### src/rtl/ir_ta_pkg.sv
package ir_ta_pkg;

    typedef enum logic [2:0] {
        DIR_IDLE,
        DIR_TX,
        DIR_TX_GAP,
        DIR_RX,
        DIR_RX_GAP
    } dir_state_e;

    typedef struct packed {
        logic tx_busy;
        logic tx_last;
        logic tx_pending;
        logic rx_start;
        logic rx_last;
    } link_evt_t;

    function automatic int unsigned clamp_steps(input int unsigned raw,
                                                input int unsigned limit);
        return (raw > limit) ? limit : raw;
    endfunction

    function automatic int unsigned cycles_per_step(input int unsigned clk_hz,
                                                    input int unsigned step_us);
        int unsigned c;
        c = ((clk_hz / 1000) * step_us) / 1000;
        return (c == 0) ? 1 : c;
    endfunction

endpackage

### src/rtl/ir_ta_tick.sv
module ir_ta_tick #(
    parameter int unsigned DIV = 4
) (
    input  logic clk,
    input  logic rst,
    input  logic clear,
    input  logic run,
    output logic tick
);
    localparam int unsigned CW = (DIV > 1) ? $clog2(DIV) : 1;

    logic [CW-1:0] cnt_q;

    assign tick = run && (cnt_q == CW'(DIV - 1));

    always_ff @(posedge clk) begin
        if (rst || clear) begin
            cnt_q <= '0;
        end else if (run) begin
            cnt_q <= tick ? '0 : cnt_q + 1'b1;
        end
    end

    generate
        if (DIV > 1) begin : g_sparse
            p_tick_sparse_r2: assert property (@(posedge clk) disable iff (rst)
                tick |=> !tick);
        end
    endgenerate

endmodule

### src/rtl/ir_ta_gap_timer.sv
module ir_ta_gap_timer #(
    parameter int unsigned MAX_STEPS = 100,
    parameter int unsigned SW        = 7
) (
    input  logic          clk,
    input  logic          rst,
    input  logic          load,
    input  logic [SW-1:0] load_steps,
    input  logic          tick,
    output logic          done
);
    logic [SW-1:0] remain_q;

    assign done = tick && (remain_q == SW'(1));

    always_ff @(posedge clk) begin
        if (rst) begin
            remain_q <= '0;
        end else if (load) begin
            remain_q <= load_steps;
        end else if (tick && remain_q != '0) begin
            remain_q <= remain_q - 1'b1;
        end
    end

    // count never exceeds the clamped limit
    p_no_overflow_r5: assert property (@(posedge clk) disable iff (rst)
        remain_q <= SW'(MAX_STEPS));

    // without a step pulse the remaining count holds
    p_hold_freeze_r4: assert property (@(posedge clk) disable iff (rst)
        (!tick && !load) |=> $stable(remain_q));

endmodule

### src/rtl/ir_ta_dir_fsm.sv
module ir_ta_dir_fsm
    import ir_ta_pkg::*;
(
    input  logic       clk,
    input  logic       rst,
    input  logic       hdx_en,
    input  link_evt_t  evt,
    input  logic       gap_zero,
    input  logic       gap_done,
    output dir_state_e state,
    output logic       load_gap,
    output logic       run_gap
);
    dir_state_e state_q, state_d;

    assign state = state_q;

    assign load_gap = hdx_en &&
                      ((state_q == DIR_TX && evt.tx_last) ||
                       (state_q == DIR_RX && evt.rx_last));

    assign run_gap = (state_q == DIR_TX_GAP && !evt.tx_pending && !evt.tx_busy) ||
                     (state_q == DIR_RX_GAP && !evt.rx_start);

    always_comb begin
        state_d = state_q;
        unique case (state_q)
            DIR_IDLE: begin
                if (evt.tx_busy)       state_d = DIR_TX;
                else if (evt.rx_start) state_d = DIR_RX;
            end
            DIR_TX: begin
                if (evt.tx_last) state_d = gap_zero ? DIR_IDLE : DIR_TX_GAP;
            end
            DIR_TX_GAP: begin
                if (evt.tx_busy)   state_d = DIR_TX;
                else if (gap_done) state_d = DIR_IDLE;
            end
            DIR_RX: begin
                if (evt.rx_last) state_d = gap_zero ? DIR_IDLE : DIR_RX_GAP;
            end
            DIR_RX_GAP: begin
                if (evt.rx_start)  state_d = DIR_RX;
                else if (gap_done) state_d = DIR_IDLE;
            end
            default: state_d = DIR_IDLE;
        endcase
        if (!hdx_en) state_d = DIR_IDLE;
    end

    always_ff @(posedge clk) begin
        if (rst) state_q <= DIR_IDLE;
        else     state_q <= state_d;
    end

    // disabling half-duplex returns to idle
    p_off_idle_r9: assert property (@(posedge clk) disable iff (rst)
        !hdx_en |=> state_q == DIR_IDLE);

    // last transmit bit with a nonzero setting opens the interval
    p_gap_entry_r2: assert property (@(posedge clk) disable iff (rst)
        (hdx_en && state_q == DIR_TX && evt.tx_last && !gap_zero) |=> state_q == DIR_TX_GAP);

    // start bit in receive interval goes back to reception
    p_rx_restart_r7: assert property (@(posedge clk) disable iff (rst)
        (hdx_en && state_q == DIR_RX_GAP && evt.rx_start) |=> state_q == DIR_RX);

endmodule

### src/rtl/ir_turnaround_ctrl.sv
module ir_turnaround_ctrl
    import ir_ta_pkg::*;
#(
    parameter int unsigned CLK_FREQ_HZ = 125_000_000,
    parameter int unsigned STEP_US     = 100,
    parameter int unsigned MAX_STEPS   = 100,
    parameter int unsigned SETW        = 8
) (
    input  logic            clk,
    input  logic            rst,
    input  logic            hdx_en,
    input  logic [SETW-1:0] gap_setting,
    input  logic            tx_busy,
    input  logic            tx_last_bit,
    input  logic            tx_pending,
    input  logic            rx_start,
    input  logic            rx_last_bit,
    output logic            rx_enable,
    output logic            tx_permit
);
    localparam int unsigned TICK_CYCLES = cycles_per_step(CLK_FREQ_HZ, STEP_US);
    localparam int unsigned SW          = $clog2(MAX_STEPS + 1);

    link_evt_t  evt;
    dir_state_e state;
    logic [SW-1:0] steps;
    logic load_gap, run_gap, tick, gap_done, gap_zero;

    assign evt = '{tx_busy:    tx_busy,
                   tx_last:    tx_last_bit,
                   tx_pending: tx_pending,
                   rx_start:   rx_start,
                   rx_last:    rx_last_bit};

    assign steps    = SW'(clamp_steps(int'(gap_setting), MAX_STEPS));
    assign gap_zero = (steps == '0);

    ir_ta_dir_fsm u_fsm (
        .clk      (clk),
        .rst      (rst),
        .hdx_en   (hdx_en),
        .evt      (evt),
        .gap_zero (gap_zero),
        .gap_done (gap_done),
        .state    (state),
        .load_gap (load_gap),
        .run_gap  (run_gap)
    );

    ir_ta_tick #(.DIV(TICK_CYCLES)) u_tick (
        .clk   (clk),
        .rst   (rst),
        .clear (load_gap),
        .run   (run_gap),
        .tick  (tick)
    );

    ir_ta_gap_timer #(.MAX_STEPS(MAX_STEPS), .SW(SW)) u_timer (
        .clk        (clk),
        .rst        (rst),
        .load       (load_gap),
        .load_steps (steps),
        .tick       (tick),
        .done       (gap_done)
    );

    assign rx_enable = !hdx_en || !(state == DIR_TX || state == DIR_TX_GAP);
    assign tx_permit = !hdx_en || !(state == DIR_RX || state == DIR_RX_GAP);

    // the two directions are never both shut
    p_one_dir_r1: assert property (@(posedge clk) disable iff (rst)
        rx_enable || tx_permit);

    // a start bit in the transmit interval leaves transmission permitted
    p_rx_ignored_r10: assert property (@(posedge clk) disable iff (rst)
        (hdx_en && !rx_enable && rx_start) |=> tx_permit);

endmodule

### config.mk
export PLATFORM = sky130hd
export DESIGN_NAME = ir_turnaround_ctrl
export DESIGN_NICKNAME = d
export VERILOG_FILES = /design/src/rtl/ir_ta_pkg.sv /design/src/rtl/ir_ta_tick.sv /design/src/rtl/ir_ta_gap_timer.sv /design/src/rtl/ir_ta_dir_fsm.sv /design/src/rtl/ir_turnaround_ctrl.sv
export SDC_FILE = /design/constraint.sdc
export NUM_CORES = 1
export LEC_CHECK = 0
export BUFFER_PORTS_ARGS = -buffer_cell sky130_fd_sc_hd__buf_2
export CAP_MARGIN = 20
export CELL_PAD_IN_SITES_DETAIL_PLACEMENT = 1
export CELL_PAD_IN_SITES_GLOBAL_PLACEMENT = 2
export CORE_UTILIZATION = 35
export CTS_BUF_LIST = sky130_fd_sc_hd__clkbuf_8
export CTS_CLUSTER_DIAMETER = 60
export CTS_CLUSTER_SIZE = 8
export DETAILED_ROUTE_END_ITERATION = 7
export PLACE_DENSITY = 0.85
export SKIP_CTS_REPAIR_TIMING = 1
export SLEW_MARGIN = 20
export SYNTH_ARGS = -nofsm -noshare
export SYNTH_HDL_FRONTEND = slang
export SYNTH_HIERARCHICAL = 1
export SYNTH_SLANG_ARGS = --single-unit
export TNS_END_PERCENT = 5
### constraint.sdc
create_clock -name clk -period 3.1 [get_ports clk]
set_input_delay 0.31 -clock clk [delete_from_list [all_inputs] [get_ports clk]]
set_output_delay 0.31 -clock clk [all_outputs]
set_load 0.05 [all_outputs]
==> run summary, run 1 <==
Slew Limit Fails: 0
slowest stage delay, CP: 0.55 ns
TritonCTS clock tree: built
CP Data Arrival Time: 3.06 ns
Main synth FF type: dfxtp_1
clk buf depth: 2
critical path's slowest cell: dfxtp_1
initial antenna violation count: 0
Die X: 68.8 um
WS Path Type: reg2reg
Critical Path Start Type: register
fin util: 42.0%
minimum clock period after layout: 2.87 ns
# H-tree levels: 1
number of nets with antenna violations after routing: 0
Iteration-0 DRC Markers: 70
outcome: completed
Die Y: 68.8 um
async set or reset register ratio after synthesis: 0%
count of cell types in the netlist: 57
Core Box Area: 4140 sq um
register area share after synthesis: 30.7%
area leader, netlist: dfxtp_1
xor and xnor area share after synthesis: 6.72%
Vias: 1447
Pleak: 0.618 nW
top-area cell type share of the netlist area: 30.7%
pre-CTS setup slack: 0.259 ns
mux contribution to synthesized area: 1.28%
Rows: 23
Routed WL: 3.97 mm
design area: 1740 sq um
WL/cell: 15.5 um
Syn Std Cell Area: 1560 sq um
total of max-cap violations: 0
Post-synth EDFFs: 0
# IOs: 18
peak supply drop: 0.000141 V
Setup WS post-layout: 0.231 ns
DRC violations left: 0
Overflow after GRT: 0
drt pass-1 iters: 4
Post-DP Area: 1670 sq um
largest net degree at the start of global routing: 16
Final setup viols: 0
non-filler cells, final: 257
Tcrit/Tclk final: 92.5%
Synth Area in Adders: 2.40%
hold slack final: 0.358 ns
Mapped Cells: 192
# clock sinks: 24
most numerous cell on the critical path: nor2_1
Synth Area in Simple Gates: 36.8%
Mapped Avg Cell Area: 8.15 sq um
placed insts: 253
port buffer count: 17
Root Driver: clkbuf_8
clock buffer count from CTS: 3
final worst clock skew: 0.00606 ns
PD cells: 389 nW/um^2
TNS Setup: 0 ns
largest family of logic cells by synthesized area: simple AND/OR/NAND/NOR gates
clock-pin transition on the worst setup and hold timing paths: 0.09 ns
global placer's final weighted congestion: 0.879
Required @ worst endpoint: 3.29 ns
first-pass GRT wire length: 6.51 mm
worst min path class: in2reg
Area growth, synth to finish: 11.3%
Setup crit end kind: register
total global routing track utilization: 18.3%
worst path cell trace: nand2b_1 > nor2_1 > a21oi_1 > nor2_1 > nand4b_1 > or4_4 > inv_1 > or4b_1 > a211o_1 > a221oi_2
antenna diode count: 0
FMAX: 349 MHz
post-synth net total: 211
via/cell ratio: 5.63
DP Wirelength: 2.95 mm
Fillers: 526
compound-cell area share of the yosys netlist: 15.5%
Slew @ Worst Pin: 0.896 ns
share of cells above drive strength 1: 18.4%
Yosys reg bits: 24
clk_lat worst skew: 0.27 ns
fin nets: 227
RSZ-0062 raised after global routing: no
vias in the first global route: 1408
top cells by area, synth: dfxtp_1, nor2_1, xnor2_1
Crit Path Max Fanout: 13
Power, Total: 677 uW
initial core utilization: 37.7%
synth warn: 6
Die ar.: 4740 sq um
Max transition margin: 39.4%
Final Hold Fails: 0
==> logic make-up (layout without fill, tap and decap cells) <==
kind of cell             after synthesis  count (layout)
AO/OA/AOI/OAI                         34              34
buffers and inverters                 21              36
AND/OR/NAND/NOR                       96              96
multiplexers                           2               2
adder cells (fa/ha/maj)                3               3
flip-flops                            24              24
XOR/XNOR                              12              12
==> synth_stat cells (4+ instances only) <==
master    instances
a21oi_1          10
dfxtp_1          24
inv_1            14
nand2_1          10
nand2b_1          4
nand3_1           6
nor2_1           20
nor3_1           10
nor3b_1           5
nor4_1            4
o21ai_0           4
xnor2_1           8
xor2_1            4
==> worst max-delay path: cells and delay by family (launching register included) <==
family / cells / cell delay, ns
AOI/OAI and AO/OA: 3 / 0.55
DFF: 1 / 0.55
buffers and inverters: 1 / 0.19
and+or+nand+nor: 6 / 1.50
==> metal layers <==
metal  wire length, um  up-vias  track usage [%]
li1                  -      725                -
met1              2000      700             23.8
met2              1850       18             31.3
met3                88        4             2.14
met4                34        0             5.36
met5                 0        -                0
==> registers in the layout (all words and copies together), names as in the netlist <==
name,cells
u_timer/remain_q,7
u_fsm/state,3
u_tick/cnt_q,14
==> area by class of cell <==
cell class	count	area, sq um	area share, %
multi-input combinational	147	981	56.4
sequential	24	480	27.6
timing repair buffer	18	92.6	5.32
tap	50	62.6	3.59
inverter	14	52.6	3.02
clock buffer	3	41.3	2.37
clock inverter	1	30.0	1.73
==> power by group <==
part           internal [mW]  total [mW]  leakage (nW)  switching (mW)
sequential             0.313       0.323         0.194          0.0105
clock                  0.173       0.279        0.0357           0.106
combinational         0.0304      0.0746         0.389          0.0442
==> worst paths after layout <==
| kind | depth (start not counted) | slack, ns | to | startpoint |
|---|---|---|---|---|
| max | 10 | 0.23 | u_timer/remain_q[3] | u_fsm/state[2] |
| max reg2reg | 10 | 0.23 | u_timer/remain_q[3] | u_fsm/state[2] |
| min | 4 | 0.36 | u_fsm/state[1] | rx_last_bit |
| min reg2reg | 2 | 0.49 | u_tick/cnt_q[13] | u_tick/cnt_q[13] |
==> cell usage in the layout, fill, tap and decap left out, types with 2 or more instances in the layout <==
cell type / netlist / final
dfxtp_1: 24 / 24
nor2_1: 20 / 20
buf_2: 1 / 17
inv_1: 14 / 14
a21oi_1: 10 / 10
nor3_1: 10 / 10
nand2_1: 10 / 10
xnor2_1: 8 / 8
nand3_1: 6 / 6
nor3b_1: 5 / 5
o21ai_0: 4 / 4
xor2_1: 4 / 4
nand2b_1: 4 / 4
nor4_1: 4 / 4
or2_2: 3 / 3
nand3b_1: 3 / 3
clkbuf_8: 0 / 3
nor2b_1: 3 / 3
a31oi_1: 3 / 3
or4b_1: 3 / 3
nand4_1: 3 / 3
or4_1: 3 / 3
ha_1: 3 / 3
or3_1: 2 / 2
or3_2: 2 / 2
mux2i_1: 2 / 2
a221oi_2: 2 / 2
a311oi_1: 2 / 2
nor4b_1: 2 / 2
(Power assumes the default switching activity.)
==> inputs of run 2 (changes only) <==
--- a/config.mk
+++ b/config.mk
@@ -14,7 +14,7 @@
 export CTS_CLUSTER_DIAMETER = 60
 export CTS_CLUSTER_SIZE = 8
 export DETAILED_ROUTE_END_ITERATION = 7
-export PLACE_DENSITY = 0.85
+export PLACE_DENSITY_LB_ADDON = 0.1
 export SKIP_CTS_REPAIR_TIMING = 1
 export SLEW_MARGIN = 20
 export SYNTH_ARGS = -nofsm -noshare
==> run 2 against run 1 <==
Net effect: sequential power hardly changed; non-clock buffer count stayed put; sequential share of layout area is 0.26 points higher; clock skew is 0.0015 ns lower; total power is 8.9% lower; core utilization is 0.39 points lower; routed wire length is 0.13% higher; first-iteration DRC count is 33% higher; flip-flop and latch count stayed put; largest cell class unchanged; die area stayed put; via count is 0.28% lower; critical path depth stayed put.
==> run summary, run 2 (same netlist as run 1, synthesis figures left out) <==
Iteration-0 DRC Markers: 93 (+33%)
Flop pwr share: 52.4% (+4.6 points)
total of max-cap violations: 0 (unchanged)
Die ar.: 4740 sq um (unchanged)
Tcrit/Tclk final: 92.4% (-0.15 points)
met2 Use GR: 32.5% (+1.2 points)
Final setup viols: 0 (unchanged)
# H-tree levels: 1 (unchanged)
Area growth, synth to finish: 10.2%
final worst clock skew: 0.00451 ns (-0.00155 ns)
clk_lat worst skew: 0.27 ns (about the same)
max reg flops: 14 (unchanged)
met1 usage: 23.9% (+0.15 points)
r2r setup slk: 0.24 ns (about the same)
FMAX: 349 MHz (+0.16%)
port buffer count: 17 (unchanged)
Slew Limit Fails: 0 (unchanged)
TritonCTS clock tree: built
most common cell after layout, fill and taps aside: dfxtp_1
Overflow after GRT: 0 (unchanged)
Die X: 68.8 um (unchanged)
antenna diode count: 0 (unchanged)
worst min path class: in2reg
clk buf depth: 2 (unchanged)
global placer's final weighted congestion: 0.776 (-12%)
Comb pwr share: 12.1% (+1.1 points)
Root Driver: clkbuf_8
RSZ-0062 raised after global routing: no
Sw Ratio: 25.9% (+2.1 points)
peak supply drop: 0.000153 V (+8.0%)
share of cells above drive strength 1: 18.4% (unchanged)
start point of the worst min-delay path: rx_last_bit
via/cell ratio: 5.61 (-0.28%)
Setup crit end kind: register
CP Data Arrival Time: 3.05 ns (about the same)
fin nets: 227 (unchanged)
internal power: 457 uW (-11%)
Rows: 23 (unchanged)
DP Wirelength: 3.03 mm (+2.7%)
Crit Path Max Fanout: 13 (unchanged)
GR Layer Usage met3: 3.78% (+1.6 points)
clock buffer count from CTS: 3 (unchanged)
initial core utilization: 37.7% (unchanged)
Slew @ Worst Pin: 0.895 ns (-0.00122 ns)
Setup crit start: u_fsm/state[2]
FF-to-FF Start: u_fsm/state[2]
total global routing track utilization: 18.9% (+0.60 points)
Max transition margin: 39.5% (+0.083 points)
WL/cell: 15.5 um (+0.13%)
Setup WS post-layout: 0.236 ns (+0.00469 ns)
# clock sinks: 24 (unchanged)
Vias: 1443 (-0.28%)
TNS Setup: 0 ns (unchanged)
first-pass GRT wire length: 6.64 mm (+2.0%)
initial antenna violation count: 0 (unchanged)
WS Path Type: reg2reg
vias in the first global route: 1449 (+2.9%)
Core Box Area: 4140 sq um (unchanged)
largest net degree at the start of global routing: 16 (unchanged)
Die Y: 68.8 um (unchanged)
Required @ worst endpoint: 3.28 ns (about the same)
Critical Path Start Type: register
PD cells: 358 nW/um^2 (-8.1%)
Top reg by flops: u_tick/cnt_q
minimum clock period after layout: 2.86 ns (-0.00469 ns)
pre-CTS setup slack: 0.295 ns (+0.0359 ns)
number of nets with antenna violations after routing: 0 (unchanged)
Final Hold Fails: 0 (unchanged)
Pleak: 0.611 nW (-1.1%)
Net Sw Power: 160 uW (-0.82%)
drt pass-1 iters: 4 (unchanged)
# IOs: 18 (unchanged)
clock share of power: 35.4% (-5.8 points)
GRT busiest layer: met2
Routed WL: 3.98 mm (+0.13%)
most frequent cells in the layout: dfxtp_1, nor2_1, buf_2, inv_1
outcome: completed
clock-pin transition on the worst setup and hold timing paths: 0.09 ns (about the same)
DRC violations left: 0 (unchanged)
## run 2: power by group through the flow
stage	clock, mW	sequential [mW]	combinational, mW
6_report	0.218	0.323	0.0748
5_1_grt	0.237	0.325	0.0828
4_1_cts	0.227	0.323	0.0748
3_5_place_dp	0	0.330	0.0744
3_3_place_gp	0	0.330	0.0713
2_1_floorplan	0	0.325	0.0548
## run 2: path summary, 6_finish.rpt
path | to | cells after the start
worst min register to register | u_tick/cnt_q[13] | 2
worst max register to register | u_timer/remain_q[3] | 10
worst max-delay path | u_timer/remain_q[3] | 10
worst min-delay path | u_fsm/state[1] | 4
## run 2: worst max-delay path: stages (launching register included)
cell,delay [ns]
dfxtp_1,0.54
nand2b_1,0.13
nor2_1,0.11
a21oi_1,0.05
nor2_1,0.17
nand4b_1,0.12
or4_4,0.46
inv_1,0.20
or4b_1,0.49
a211o_1,0.30
a221oi_2,0.21
## run 2: cell type report
type,instances,area [sq um]
fill,520,2420
timing repair buffer,18,92.6
sequential,24,480
multi-input combinational,147,981
tap,50,62.6
inverter,14,52.6
clock buffer,4,55.1
## run 2: stage by stage
step / instances / util (%) / power, mW / hold WS, ns / area, sq um
4_1_cts: 257 / 41.6 / 0.625 / 0.377 / 1720
3_3_place_gp: 253 / 40.3 / 0.401 / 0.485 / 1670
6_report: 257 / 41.6 / 0.616 / 0.386 / 1720
3_5_place_dp: 253 / 40.3 / 0.405 / 0.488 / 1670
5_1_grt: 257 / 41.6 / 0.645 / 0.387 / 1720
2_1_floorplan: 192 / - / 0.380 / 0.387 / 1560
## run 2: layer usage
metal,wire (um),vias up
li1,-,731
met1,1950,692
met2,1890,16
met3,108,4
met4,25,0
met5,0,-
==> inputs of run 3 (changes only) <==
==> constraint.sdc (replaced) <==
create_clock -name clk -period 3.1 [get_ports clk]
set_input_delay 0.465 -clock clk [delete_from_list [all_inputs] [get_ports clk]]
set_output_delay 0.465 -clock clk [all_outputs]
set_load 0.05 [all_outputs]
==> run 3 against run 2 <==
Net effect: setup slack better by 0.0094 ns; global-route usage increased by 0.95 points; highest routed layer unchanged; largest cell class unchanged; final cell count rose by 0.78%; routed wire length is 7.0% higher; worst hold slack gained 0.11 ns.
==> run summary, run 3 (same netlist as run 1, synthesis figures left out) <==
port buffer count: 17 (unchanged)
end of the critical path: u_timer/remain_q[3]
via/cell ratio: 5.60 (-0.29%)
Area growth, synth to finish: 12.2%
Setup WS post-layout: 0.245 ns (+0.00941 ns)
share of cells above drive strength 1: 19.1% (+0.78 points)
pre-CTS setup slack: 0.195 ns (-0.0998 ns)
most frequent cells in the layout: dfxtp_1, nor2_1, buf_2, inv_1
most numerous cell on the critical path: nor2_1
antenna diode count: 0 (unchanged)
Worst path top cell family by delay: simple AND/OR/NAND/NOR gates
minimum clock period after layout: 2.85 ns (-0.00941 ns)
Iteration-0 DRC Markers: 74 (-20%)
clock share of power: 41.4% (+6.0 points)
Max transition margin: 39.3% (-0.19 points)
Final setup viols: 0 (unchanged)
TNS Setup: 0 ns (unchanged)
Root Driver: clkbuf_8
slowest stage delay, CP: 0.57 ns (+0.03 ns)
Comb pwr share: 12.1% (about the same)
Top reg by flops: u_tick/cnt_q
critical path's slowest cell: dfxtp_1
clock-pin transition on the worst setup and hold timing paths: 0.09 ns (about the same)
Setup crit end kind: register
fin util: 42.4% (+0.75 points)
max reg flops: 14 (unchanged)
Crit Path Max Fanout: 13 (unchanged)
final worst clock skew: 0.00585 ns (+0.00134 ns)
CP Depth: 10 (unchanged)
initial antenna violation count: 0 (unchanged)
largest net degree at the start of global routing: 15 (-1)
Vias: 1450 (+0.49%)
clk buf depth: 2 (unchanged)
worst path cell trace: nand2b_1 > nor2_1 > a21oi_1 > nor2_1 > nand4b_1 > or4_4 > inv_1 > or4b_1 > a211o_1 > a221oi_2
first-pass GRT wire length: 6.86 mm (+3.3%)
CP Data Arrival Time: 3.04 ns (about the same)
total of max-cap violations: 0 (unchanged)
clock buffer count from CTS: 3 (unchanged)
outcome: completed
Tcrit/Tclk final: 92.1% (-0.30 points)
Routed WL: 4.26 mm (+7.0%)
# clock sinks: 24 (unchanged)
FF-to-FF path depth: 10 (unchanged)
clk_lat worst skew: 0.27 ns (about the same)
number of nets with antenna violations after routing: 0 (unchanged)
Slew @ Worst Pin: 0.897 ns (+0.00284 ns)
Post-DP Area: 1680 sq um (+0.90%)
total global routing track utilization: 19.8% (+0.95 points)
Final Hold Fails: 0 (unchanged)
global placer's final weighted congestion: 0.801 (+3.3%)
RSZ-0062 raised after global routing: no
TritonCTS clock tree: built
FMAX: 350 MHz (+0.33%)
# H-tree levels: 1 (unchanged)
Fillers: 528 (+1.5%)
r2r setup slk: 0.25 ns (about the same)
Required @ worst endpoint: 3.28 ns (about the same)
FF-to-FF Start: u_fsm/state[2]
Flop pwr share: 46.5% (-5.9 points)
peak supply drop: 0.000172 V (+13%)
design area: 1760 sq um (+1.8%)
Rows: 23 (unchanged)
# IOs: 18 (unchanged)
Overflow after GRT: 0 (unchanged)
Core Box Area: 4140 sq um (unchanged)
Sw Ratio: 24.6% (-1.4 points)
internal power: 518 uW (+13%)
DRC violations left: 0 (unchanged)
vias in the first global route: 1462 (+0.90%)
Critical Path Start Type: register
worst path buffer plus inverter count: 1 (unchanged)
DP Wirelength: 3.29 mm (+8.6%)
fin nets: 229 (+0.88%)
WS Path Type: reg2reg
initial core utilization: 37.7% (unchanged)
most common cell after layout, fill and taps aside: dfxtp_1
Setup crit start: u_fsm/state[2]
WL/cell: 16.4 um (+6.2%)
Die Y: 68.8 um (unchanged)
Slew Limit Fails: 0 (unchanged)
Die ar.: 4740 sq um (unchanged)
Pleak: 0.629 nW (+2.9%)
PD cells: 391 nW/um^2 (+9.4%)
drt pass-1 iters: 4 (unchanged)
Die X: 68.8 um (unchanged)
worst min path class: reg2reg
Net Sw Power: 169 uW (+5.5%)
FF-to-FF End: u_timer/remain_q[3]
run 3: cell types whose count changed in the layout (fill, tap and decap cells not counted):
cell	delta
clkbuf_8	-1
bufinv_16	+1
buf_4	+2
run 3: metal layers:
metal / vias to the layer above / wire [um] / GRT usage, %
met2: 11 / 2090 / 34.6
met5: - / 0 / 0
met3: 4 / 63 / 2.63
met4: 0 / 47 / 6.63
li1: 730 / - / -
met1: 705 / 2060 / 24.8
run 3: worst min-delay path by stage:
stage | start | end | slack, ns | depth (start not counted)
finish | u_tick/cnt_q[13] | u_tick/cnt_q[13] | 0.50 | 2
global route | u_tick/cnt_q[13] | u_tick/cnt_q[13] | 0.54 | 2
CTS | u_tick/cnt_q[13] | u_tick/cnt_q[13] | 0.51 | 2
detailed placement | u_tick/cnt_q[13] | u_tick/cnt_q[13] | 0.49 | 2
global placement | u_tick/cnt_q[13] | u_tick/cnt_q[13] | 0.48 | 2
floorplan | u_tick/cnt_q[13] | u_tick/cnt_q[13] | 0.45 | 2
run 3: worst reg2reg max path, delay by kind of cell (launching register included):
| kind | cells | cell delay [ns] |
|---|---|---|
| and+or+nand+nor | 6 | 1.45 |
| DFF | 1 | 0.57 |
| buffers and inverters | 1 | 0.21 |
| AOI/OAI and AO/OA | 3 | 0.56 |
run 3: cell type report:
| cell class | count | area [sq um] | share of cell area (%) |
|---|---|---|---|
| Clock buffer | 3 | 41.3 | 2.35 |
| Clock inverter | 1 | 30.0 | 1.71 |
| Inverter | 14 | 52.6 | 2.99 |
| Multi-Input combinational cell | 147 | 981 | 55.9 |
| Sequential cell | 24 | 480 | 27.4 |
| Tap cell | 50 | 62.6 | 3.56 |
| Timing Repair Buffer | 20 | 108 | 6.13 |
run 3: metrics by stage:
stage | power (mW) | cells | hold WS [ns]
global route | 0.715 | 259 | 0.535
finish | 0.686 | 259 | 0.497
floorplan | 0.380 | 192 | 0.450
detailed placement | 0.409 | 255 | 0.495
global placement | 0.403 | 255 | 0.479
CTS | 0.698 | 259 | 0.511
run 3: power by group through the flow:
stage / registers (mW) / logic [mW] / clock network [mW]
after detailed placement: 0.326 / 0.0824 / 0
after floorplan: 0.325 / 0.0548 / 0
after CTS: 0.319 / 0.0827 / 0.296
after global placement: 0.326 / 0.0774 / 0
final: 0.319 / 0.0828 / 0.284
after global routing: 0.320 / 0.0918 / 0.303
